### src/rtl/ecfa_pkg.sv
package ecfa_pkg;
  typedef enum logic {
    ST_HUNT = 1'b0,
    ST_LOCK = 1'b1
  } align_state_e;
endpackage

### src/rtl/ecfa_window.sv
module ecfa_window #(
  parameter int FRAME_W = 12,
  parameter int PH_W    = 4
) (
  input  logic               clk_i,
  input  logic               rst_ni,
  input  logic               run_i,
  input  logic               ser_i,
  input  logic               slip_i,
  output logic [FRAME_W-1:0] frame_o,
  output logic [PH_W-1:0]    phase_o,
  output logic               tick_o
);
  localparam logic [PH_W-1:0] PH_LAST = PH_W'(FRAME_W - 1);

  logic [FRAME_W-1:0] sr_q;
  logic [PH_W-1:0]    ph_q;

  assign tick_o  = run_i && (ph_q == PH_LAST);
  assign frame_o = sr_q;
  assign phase_o = ph_q;

  // sr_q[0] is the oldest bit of the window
  always_ff @(posedge clk_i or negedge rst_ni) begin
    if (!rst_ni) begin
      sr_q <= '0;
      ph_q <= '0;
    end else if (!run_i) begin
      ph_q <= '0;
    end else begin
      sr_q <= {ser_i, sr_q[FRAME_W-1:1]};
      if (tick_o) begin
        if (!slip_i) ph_q <= '0;  // slip: hold phase one extra bit
      end else begin
        ph_q <= ph_q + 1'b1;
      end
    end
  end
endmodule

### src/rtl/ecfa_lock.sv
module ecfa_lock
  import ecfa_pkg::*;
#(
  parameter int LOCK_FRAMES = 8,
  parameter int LOSS_W      = 4
) (
  input  logic              clk_i,
  input  logic              rst_ni,
  input  logic              run_i,
  input  logic              tick_i,
  input  logic              frame_ok_i,
  input  logic [LOSS_W-1:0] loss_limit_i,
  output logic              locked_o,
  output logic              slip_o,
  output logic              capture_o
);
  localparam int GOOD_W = $clog2(LOCK_FRAMES + 1);
  localparam logic [GOOD_W-1:0] GOOD_LAST = GOOD_W'(LOCK_FRAMES - 1);

  align_state_e      st_q;
  logic [GOOD_W-1:0] good_q;
  logic [LOSS_W-1:0] bad_q;
  logic [LOSS_W:0]   bad_inc, limit;
  logic              drop;

  assign bad_inc  = {1'b0, bad_q} + 1'b1;
  assign limit    = (loss_limit_i == '0) ? (LOSS_W+1)'(1) : {1'b0, loss_limit_i};
  assign locked_o = (st_q == ST_LOCK);

  always_comb begin
    slip_o    = 1'b0;
    capture_o = 1'b0;
    drop      = 1'b0;
    if (tick_i) begin
      if (st_q == ST_LOCK) begin
        if (frame_ok_i) begin
          capture_o = 1'b1;
        end else if (bad_inc >= limit) begin
          drop   = 1'b1;
          slip_o = 1'b1;
        end
      end else if (frame_ok_i) begin
        capture_o = (good_q == GOOD_LAST);
      end else begin
        slip_o = 1'b1;
      end
    end
  end

  always_ff @(posedge clk_i or negedge rst_ni) begin
    if (!rst_ni) begin
      st_q   <= ST_HUNT;
      good_q <= '0;
      bad_q  <= '0;
    end else if (!run_i) begin
      st_q   <= ST_HUNT;
      good_q <= '0;
      bad_q  <= '0;
    end else if (tick_i) begin
      if (st_q == ST_LOCK) begin
        if (frame_ok_i) begin
          bad_q <= '0;
        end else if (drop) begin
          st_q   <= ST_HUNT;
          good_q <= '0;
          bad_q  <= '0;
        end else begin
          bad_q <= bad_inc[LOSS_W-1:0];
        end
      end else if (frame_ok_i) begin
        if (good_q == GOOD_LAST) begin
          st_q   <= ST_LOCK;
          good_q <= '0;
          bad_q  <= '0;
        end else begin
          good_q <= good_q + 1'b1;
        end
      end else begin
        good_q <= '0;
      end
    end
  end
endmodule

### src/rtl/ecfa_out.sv
module ecfa_out #(
  parameter int DATA_W  = 10,
  parameter int FRAME_W = 12,
  parameter int PH_W    = 4
) (
  input  logic               clk_i,
  input  logic               rst_ni,
  input  logic               capture_i,
  input  logic [FRAME_W-1:0] frame_i,
  input  logic [PH_W-1:0]    phase_i,
  input  logic               locked_i,
  input  logic               rx_en_i,
  input  logic               pwr_dn_ni,
  input  logic               strobe_rise_i,
  output logic [DATA_W-1:0]  data_o,
  output logic               word_clk_o,
  output logic               lock_no_o,
  output logic               out_en_o
);
  localparam logic [PH_W-1:0] PH_HALF = PH_W'(FRAME_W / 2);

  logic [DATA_W-1:0] data_q;
  logic              en, clk_hi;

  always_ff @(posedge clk_i or negedge rst_ni) begin
    if (!rst_ni)        data_q <= '0;
    else if (capture_i) data_q <= frame_i[DATA_W:1];
  end

  assign en         = rx_en_i && pwr_dn_ni;
  assign clk_hi     = locked_i && (phase_i >= PH_HALF);
  assign word_clk_o = en && (clk_hi ^ ~strobe_rise_i);
  assign data_o     = en ? data_q : '0;
  assign out_en_o   = en;
  assign lock_no_o  = ~locked_i;
endmodule

### src/rtl/ecfa_deser.sv
module ecfa_deser #(
  parameter int DATA_W      = 10,
  parameter int LOCK_FRAMES = 8,
  parameter int LOSS_W      = 4
) (
  input  logic              clk_i,
  input  logic              rst_ni,
  input  logic              ser_i,
  input  logic              rx_en_i,
  input  logic              pwr_dn_ni,
  input  logic              strobe_rise_i,
  input  logic [LOSS_W-1:0] loss_limit_i,
  output logic [DATA_W-1:0] data_o,
  output logic              word_clk_o,
  output logic              lock_no_o,
  output logic              out_en_o
);
  localparam int FRAME_W = DATA_W + 2;
  localparam int PH_W    = $clog2(FRAME_W);

  logic [FRAME_W-1:0] frame;
  logic [PH_W-1:0]    phase;
  logic               tick, slip, capture, locked, frame_ok;

  // start bit oldest and high, stop bit newest and low
  assign frame_ok = frame[0] && !frame[FRAME_W-1];

  ecfa_window #(.FRAME_W(FRAME_W), .PH_W(PH_W)) u_window (
    .clk_i   (clk_i),
    .rst_ni  (rst_ni),
    .run_i   (pwr_dn_ni),
    .ser_i   (ser_i),
    .slip_i  (slip),
    .frame_o (frame),
    .phase_o (phase),
    .tick_o  (tick)
  );

  ecfa_lock #(.LOCK_FRAMES(LOCK_FRAMES), .LOSS_W(LOSS_W)) u_lock (
    .clk_i        (clk_i),
    .rst_ni       (rst_ni),
    .run_i        (pwr_dn_ni),
    .tick_i       (tick),
    .frame_ok_i   (frame_ok),
    .loss_limit_i (loss_limit_i),
    .locked_o     (locked),
    .slip_o       (slip),
    .capture_o    (capture)
  );

  ecfa_out #(.DATA_W(DATA_W), .FRAME_W(FRAME_W), .PH_W(PH_W)) u_out (
    .clk_i         (clk_i),
    .rst_ni        (rst_ni),
    .capture_i     (capture),
    .frame_i       (frame),
    .phase_i       (phase),
    .locked_i      (locked),
    .rx_en_i       (rx_en_i),
    .pwr_dn_ni     (pwr_dn_ni),
    .strobe_rise_i (strobe_rise_i),
    .data_o        (data_o),
    .word_clk_o    (word_clk_o),
    .lock_no_o     (lock_no_o),
    .out_en_o      (out_en_o)
  );
endmodule

### config.mk
export PLATFORM = sky130hd
export DESIGN_NAME = ecfa_deser
export DESIGN_NICKNAME = d
export VERILOG_FILES = /design/src/rtl/ecfa_pkg.sv /design/src/rtl/ecfa_window.sv /design/src/rtl/ecfa_lock.sv /design/src/rtl/ecfa_out.sv /design/src/rtl/ecfa_deser.sv
export SDC_FILE = /design/constraint.sdc
export NUM_CORES = 1
export LEC_CHECK = 0
export ABC_CLOCK_PERIOD_IN_PS = 3000
export CAP_MARGIN = 0
export CORE_MARGIN = 3
export CORE_UTILIZATION = 55
export DETAILED_ROUTE_END_ITERATION = 16
export DONT_BUFFER_PORTS = 1
export PLACE_DENSITY_LB_ADDON = 0.12
export SETUP_SLACK_MARGIN = 0.02
export SYNTH_ARGS = -nofsm -noshare
export SYNTH_HDL_FRONTEND = slang
export SYNTH_HIERARCHICAL = 1
export SYNTH_SLANG_ARGS = --single-unit
### constraint.sdc
create_clock -name clk_i -period 3 [get_ports clk_i]
set_input_delay 0.3 -clock clk_i [delete_from_list [all_inputs] [get_ports clk_i]]
set_output_delay 0.3 -clock clk_i [all_outputs]
set_load 0.02 [all_outputs]
==> results of run 1 <==
==> worst reg2reg max path: stages, from the launching register on <==
cell	delay [ns]
dfrtp_1	0.44
ha_1	0.25
xor2_1	0.17
ha_1	0.31
a211o_1	0.35
a2111oi_4	0.28
nor3_1	0.14
nand2b_1	0.17
nand3b_1	0.08
a31oi_1	0.08
==> registers in the layout (all words and copies together) (netlist names) <==
register          flops
u_lock/bad_q          4
u_window/frame_o     12
u_window/phase_o      4
u_lock/locked_o       1
u_lock/good_q         4
u_out/data_q         10
==> synth_stat cells (all sizes together) <==
master	count
nand3b	1
dfrtp	35
and3	12
a2111oi	1
a21oi	7
a31oi	3
nor2b	2
o2111ai	2
nand2	9
nand4b	2
a211oi	1
a211o	1
buf	7
o211a	1
and2	3
and3b	3
o41ai	1
a21boi	1
mux2i	1
or2b	1
bufinv	1
a21bo	1
mux2	22
nor3	2
nand2b	2
or2	1
o211ai	1
nand3	7
o31ai	3
o32ai	1
o21a	1
nor4	1
xor2	2
inv	10
a31o	1
a21o	1
o21ai	6
ha	7
nor2	8
clkbuf	2
==> final cells by class <==
| class | count | area, um2 | area share |
|---|---|---|---|
| clock buffer | 6 | 51.3 | 0.0246 |
| clock inverter | 2 | 35.0 | 0.0168 |
| inverter | 11 | 55.1 | 0.0264 |
| multi-input combinational | 119 | 980 | 0.470 |
| sequential | 35 | 876 | 0.420 |
| tap | 46 | 57.6 | 0.0276 |
| timing repair buffer | 2 | 30.0 | 0.0144 |
==> per-layer routing <==
layer  track usage  wire length, um  vias to the layer above
met1         0.233             1600                      642
met2         0.314             1850                       35
met5             0                0                        -
li1              -                -                      624
met4        0.0803               63                        0
met3        0.0663              193                        9
==> cell families after synthesis <==
group,count (synthesis),synth area share
simple gates,54,0.160
xor+xnor,2,0.00890
fa+ha+maj,7,0.0445
flops,35,0.445
buf+inv,20,0.0572
compound gates,33,0.135
mux,23,0.150
==> layout by cell type, fill, tap and decap left out, types with 2 or more instances in the layout <==
cell / n
nand4b_1: 2
mux2_1: 2
mux2_4: 10
and2_1: 2
a31oi_1: 2
nor3_1: 2
nor2_1: 7
nand2b_1: 2
and3b_1: 3
and3_1: 12
mux2_2: 10
o2111ai_1: 2
ha_1: 7
a21oi_1: 5
nand3_1: 7
o21ai_0: 5
clkbuf_4: 5
nand2_1: 9
xor2_1: 2
a21oi_2: 2
dfrtp_1: 35
o31ai_1: 3
inv_1: 9
==> through the flow <==
stage,instances,setup slack (ns)
floorplan,174,0.800
global placement,211,0.733
detailed placement,211,0.639
CTS,221,0.608
global route,221,0.451
finish,221,0.616
==> power by group through the flow <==
stage	registers [W]	clock network (W)	logic, W
floorplan	0.000570	0	0.000104
global placement	0.000582	0	0.000103
detailed placement	0.000586	0	0.000109
CTS	0.000576	0.000371	0.000123
global route	0.000583	0.000392	0.000134
finish	0.000575	0.000358	0.000121
==> how the worst max path moves through the flow <==
stage                                            from                         endpoint
final                     u_lock/bad_q[0]$_DFFE_PN0P_  u_window/phase_o[3]$_DFFE_PN0P_
after global routing      u_lock/bad_q[0]$_DFFE_PN0P_  u_window/phase_o[3]$_DFFE_PN0P_
after CTS                 u_lock/bad_q[0]$_DFFE_PN0P_  u_window/phase_o[3]$_DFFE_PN0P_
after detailed placement  u_lock/bad_q[0]$_DFFE_PN0P_  u_window/phase_o[3]$_DFFE_PN0P_
after global placement    u_lock/bad_q[0]$_DFFE_PN0P_  u_window/phase_o[3]$_DFFE_PN0P_
after floorplan           u_lock/bad_q[0]$_DFFE_PN0P_  u_window/phase_o[3]$_DFFE_PN0P_
==> repair_timing <==
action | 4_1_cts | 5_1_grt
endpoints found under the setup margin | 0 | 0
endpoints found under the hold margin | 35 | 0
hold buffers | 2 | 0
==> flow_summary.ini, run 1 <==
[min_path]
whs_endpoint = u_lock/good_q[1]$_DFFE_PN0P_
min_path_cells = 2
hp-start = pwr_dn_ni
hold_path.class = input pin to register

[sta]
fin_crit_ns = 2.38
grt_setup_unrepaired = no
hold_slack_ns = 0.0838
setup_violations = 0
slew_viol_final = 0
worst_pin_slew_ns = 0.576
slew_headroom = 0.616
hold_viol = 0
finClkSkew_ns = 0.00686
period_share = 0.795
tns_ns = 0
fmax_mhz = 420

[setup_path]
path_depth = 9
crit_type = register to register
slowest_delay_ns = 0.44
cp.buffers_inverters = 0
slowest_stage = dfrtp_1
rr_worst_depth = 9
end_kind = register
r2r-end = u_window/phase_o[3]$_DFFE_PN0P_
startpoint_type = register
rrSetupSlack_ns = 0.62
critPathArrivalTime_ns = 2.61
cp.required_ns = 3.23
critPathMostFrequentCell = ha_1
crit-reg2reg-launch = u_lock/bad_q[0]$_DFFE_PN0P_
worstPathMaxFanout = 5
critPathTopFamily = compound AO/OA/AOI/OAI gates
path_cells = ha_1, xor2_1, ha_1, a211o_1, a2111oi_4, nor3_1, nand2b_1, nand3b_1, a31oi_1

[synthesis]
ys_seq_elements = 35
seq_area_frac_synth = 0.445
yosys.area.top_type = dfrtp_1
synth_top_area_share = 0.445
avgSynthCellArea_um2 = 11.3
netlist_area_um2 = 1970
yosysUniqueCellTypes = 51
synth_warnings = 6
syn_inst = 174
synthTopCellsByArea = dfrtp_1, mux2_4, mux2_2
synth_nets = 191

[grt]
grt_pass1_wl_mm = 6.24
antenna_found_initial = 0
track_usage = 0.194
grt_max_degree = 36
grt_pass1_vias = 1322
overflow = 0

[drt]
ant_nets = 0
vias = 1310
routed_via_density = 5.93
wl_per_cell_um = 16.7
wl_mm = 3.70
dr.first_iter.drc_count = 88
dr.pass1.iters = 4
drcViolationCount = 0

[floorplanning]
row_count = 21
start_util = 0.581
boundaryPins = 23
die_h_um = 65.8
fp.dieW_um = 65.8
die_area_um2 = 4330
coreArea_um2 = 3390

[clock_tree]
clk-insertion-delay-late_ns = 0.34
clock_sink_count = 35
cts_tree = yes
cts_made_buffers = 5
cts_root_buffer = clkbuf_4
path_clk_slew_ns = 0.11
cts_max_path_buffers = 2
ctsResizeCount = 0
cts_max_level = 2
postCtsSetupRepairBufs = 0

[pwr]
seqPwrFrac = 0.546
p_clk_frac = 0.339
power_w = 0.00105
p_leak_nw = 0.992
p_int_w = 0.000797
p_sw_frac = 0.244
switchingPower_w = 0.000257
combPwrFrac = 0.115
ir_drop_mv = 0.329
powerDensity_nw_per_um2 = 505

[final_layout]
area_growth_syn_to_layout_pct = 5.91
final_util = 0.615
nets = 191
fillers = 260
fin_area_um2 = 2080
n_antenna_cell = 0
drive_gt1_frac = 0.240

[place]
portBuffers = 0
dp_hpwl_mm = 2.60
place_congestion = 0.838
placed_area_um2 = 1970

[run]
drv_cap = 0

[status]
status = complete, no violations
Note: power is estimated with default switching activity, not from simulation.
==> run 2, diff against run 1 <==
- ABC_CLOCK_PERIOD_IN_PS: 3000 -> 2190
- clock period: 3 -> 2.19 ns (I/O delays scaled with it)
==> run 2 against run 1 <==
The flow now finishes with violations (setup timing). Critical path depth stayed put. Via count is 3.9% higher. Sequential power is 37% higher. Combinational power is 45% higher. Wire length is 6.4% higher. Critical path type unchanged. Power is 26% higher. Worst setup slack worse by 0.67 ns. Register-to-register slack worse by 0.67 ns.
==> flow_summary.ini, run 2 (same netlist as run 1, synthesis figures left out) <==
[setup_path]
crit_type = register to register
slowest_delay_ns = 0.43
end_kind = register
crit-reg2reg-launch = u_lock/bad_q[1]$_DFFE_PN0P_
r2r-end = u_window/phase_o[3]$_DFFE_PN0P_
startpoint_type = register
path_cells = ha_2, xor2_1, ha_1, a211o_1, a2111oi_4, nor3_2, nand2b_1, nand3b_1, a31oi_1
critPathArrivalTime_ns = 2.47
slowest_stage = dfrtp_1
worstPathMaxFanout = 3
rrSetupSlack_ns = -0.05
rr_worst_depth = 9
cp.required_ns = 2.42

[clock_tree]
cts_max_level = 2
clock_sink_count = 35
cts_tree = yes
path_clk_slew_ns = 0.11
clk-insertion-delay-late_ns = 0.34
cts_made_buffers = 5
cts_root_buffer = clkbuf_4
cts_max_path_buffers = 2

[final_layout]
fin_area_um2 = 2190
nets = 202
ff_latch_area_um2 = 876
drive_gt1_frac = 0.308
mostFrequentLayoutCells = dfrtp_1, and3_1, mux2_4, mux2_2
final_common_cell = dfrtp_1
largest_reg_flops = 12
fillers = 284
area_growth_syn_to_layout_pct = 11.4
multiInputGateArea_um2 = 1020
n_antenna_cell = 0
final_util = 0.647

[place]
placed_area_um2 = 2020
dp_hpwl_mm = 2.62
place_congestion = 0.794
portBuffers = 0

[pwr]
p_leak_nw = 1.03
powerDensity_nw_per_um2 = 603
ir_drop_mv = 0.454

[drt]
routed_via_density = 5.89
wl_per_cell_um = 17.0
wl_mm = 3.93
vias = 1361
dr.first_iter.drc_count = 115
ant_nets = 0
dr.pass1.iters = 4
drcViolationCount = 0

[floorplanning]
start_util = 0.581
fp.dieW_um = 65.8
row_count = 21
coreArea_um2 = 3390
die_h_um = 65.8
die_area_um2 = 4330
boundaryPins = 23

[grt]
overflow = 0
grt_pass1_wl_mm = 6.52
grt_max_degree = 36
grt_pass1_vias = 1366
antenna_found_initial = 0
track_usage = 0.201

[sta]
hold_slack_ns = 0.0285
worst_pin_slew_ns = 0.351
fin_crit_ns = 2.24
slew_viol_final = 0
layout_setup_ws_ns = -0.0489
hold_viol = 0
grt_setup_unrepaired = yes
slew_headroom = 0.765
finClkSkew_ns = 0.00681
setup_violations = 2
period_share = 1.02
fmax_mhz = 447

[min_path]
whs_endpoint = u_window/frame_o[11]$_DFFE_PN0P_
hold_path.class = input pin to register
min_path_cells = 1
hp-start = ser_i

[run]
drv_cap = 0

[status]
violations = setup timing
status = finished with violations
==> run 2: cell count changes in the layout (fill, tap and decap cells not counted), moves of 2 or more <==
cell,previous run,this run
a21oi_2,2,4
dlygate4sd3_1,1,3
a21oi_1,5,3
buf_4,0,8
==> run 2: area by class of cell <==
cell class	instances	share of cell area
timing repair buffer	13	0.0593
inverter	11	0.0251
multi-input combinational	119	0.464
clock inverter	1	0.00228
tap	46	0.0262
clock buffer	6	0.0234
sequential	35	0.399
==> run 2: stage by stage <==
| stage | instances | total power (W) | setup slack [ns] | TNS (ns) |
|---|---|---|---|---|
| 2_1_floorplan | 174 | 0.000922 | -0.00968 | -0.00968 |
| 3_3_place_gp | 216 | 0.000941 | 0.0342 | 0 |
| 3_5_place_dp | 216 | 0.000953 | -0.0694 | -0.0694 |
| 4_1_cts | 227 | 0.00134 | -0.0378 | -0.0378 |
| 5_1_grt | 231 | 0.00141 | -0.186 | -0.684 |
| 6_report | 231 | 0.00132 | -0.0489 | -0.0866 |
==> run 2: worst max path at each step <==
stage | depth (start not counted) | from | endpoint
2_1_floorplan | 9 | u_lock/bad_q[0]$_DFFE_PN0P_ | u_window/phase_o[3]$_DFFE_PN0P_
5_1_grt | 9 | u_lock/bad_q[1]$_DFFE_PN0P_ | u_window/phase_o[3]$_DFFE_PN0P_
3_3_place_gp | 9 | u_lock/bad_q[1]$_DFFE_PN0P_ | u_window/phase_o[3]$_DFFE_PN0P_
4_1_cts | 9 | u_lock/bad_q[1]$_DFFE_PN0P_ | u_window/phase_o[3]$_DFFE_PN0P_
6_report | 9 | u_lock/bad_q[1]$_DFFE_PN0P_ | u_window/phase_o[3]$_DFFE_PN0P_
3_5_place_dp | 9 | u_lock/bad_q[1]$_DFFE_PN0P_ | u_window/phase_o[3]$_DFFE_PN0P_
==> run 2: worst max-delay path: cells and delay by family (launching register included) <==
kind,cells,cell delay [ns]
AO/OA/AOI/OAI,3,0.68
XOR/XNOR,1,0.16
adder cells (fa/ha/maj),2,0.51
flip-flops,1,0.43
AND/OR/NAND/NOR,3,0.36
==> run 2: power by group <==
part / leakage [nW] / internal (W) / switching [W]
combinational: 0.539 / 0.0000994 / 0.0000767
clock: 0.0341 / 0.000149 / 0.000211
sequential: 0.462 / 0.000726 / 0.0000608
==> run 2: per-layer routing <==
layer / track usage / share of wire
met3: 0.0731 / 0.039
met4: 0.0622 / 0.012
met1: 0.250 / 0.44
met2: 0.325 / 0.51
met5: 0 / 0
==> run 2: what timing repair did <==
item / CTS / global route
gates resized for setup: 2 / 6
endpoints found under the hold margin: 36 / 2
setup endpoints to repair: 4 / 10
hold buffers: 3 / 1
buffers inserted: 1 / 4
pin swaps: 1 / 3
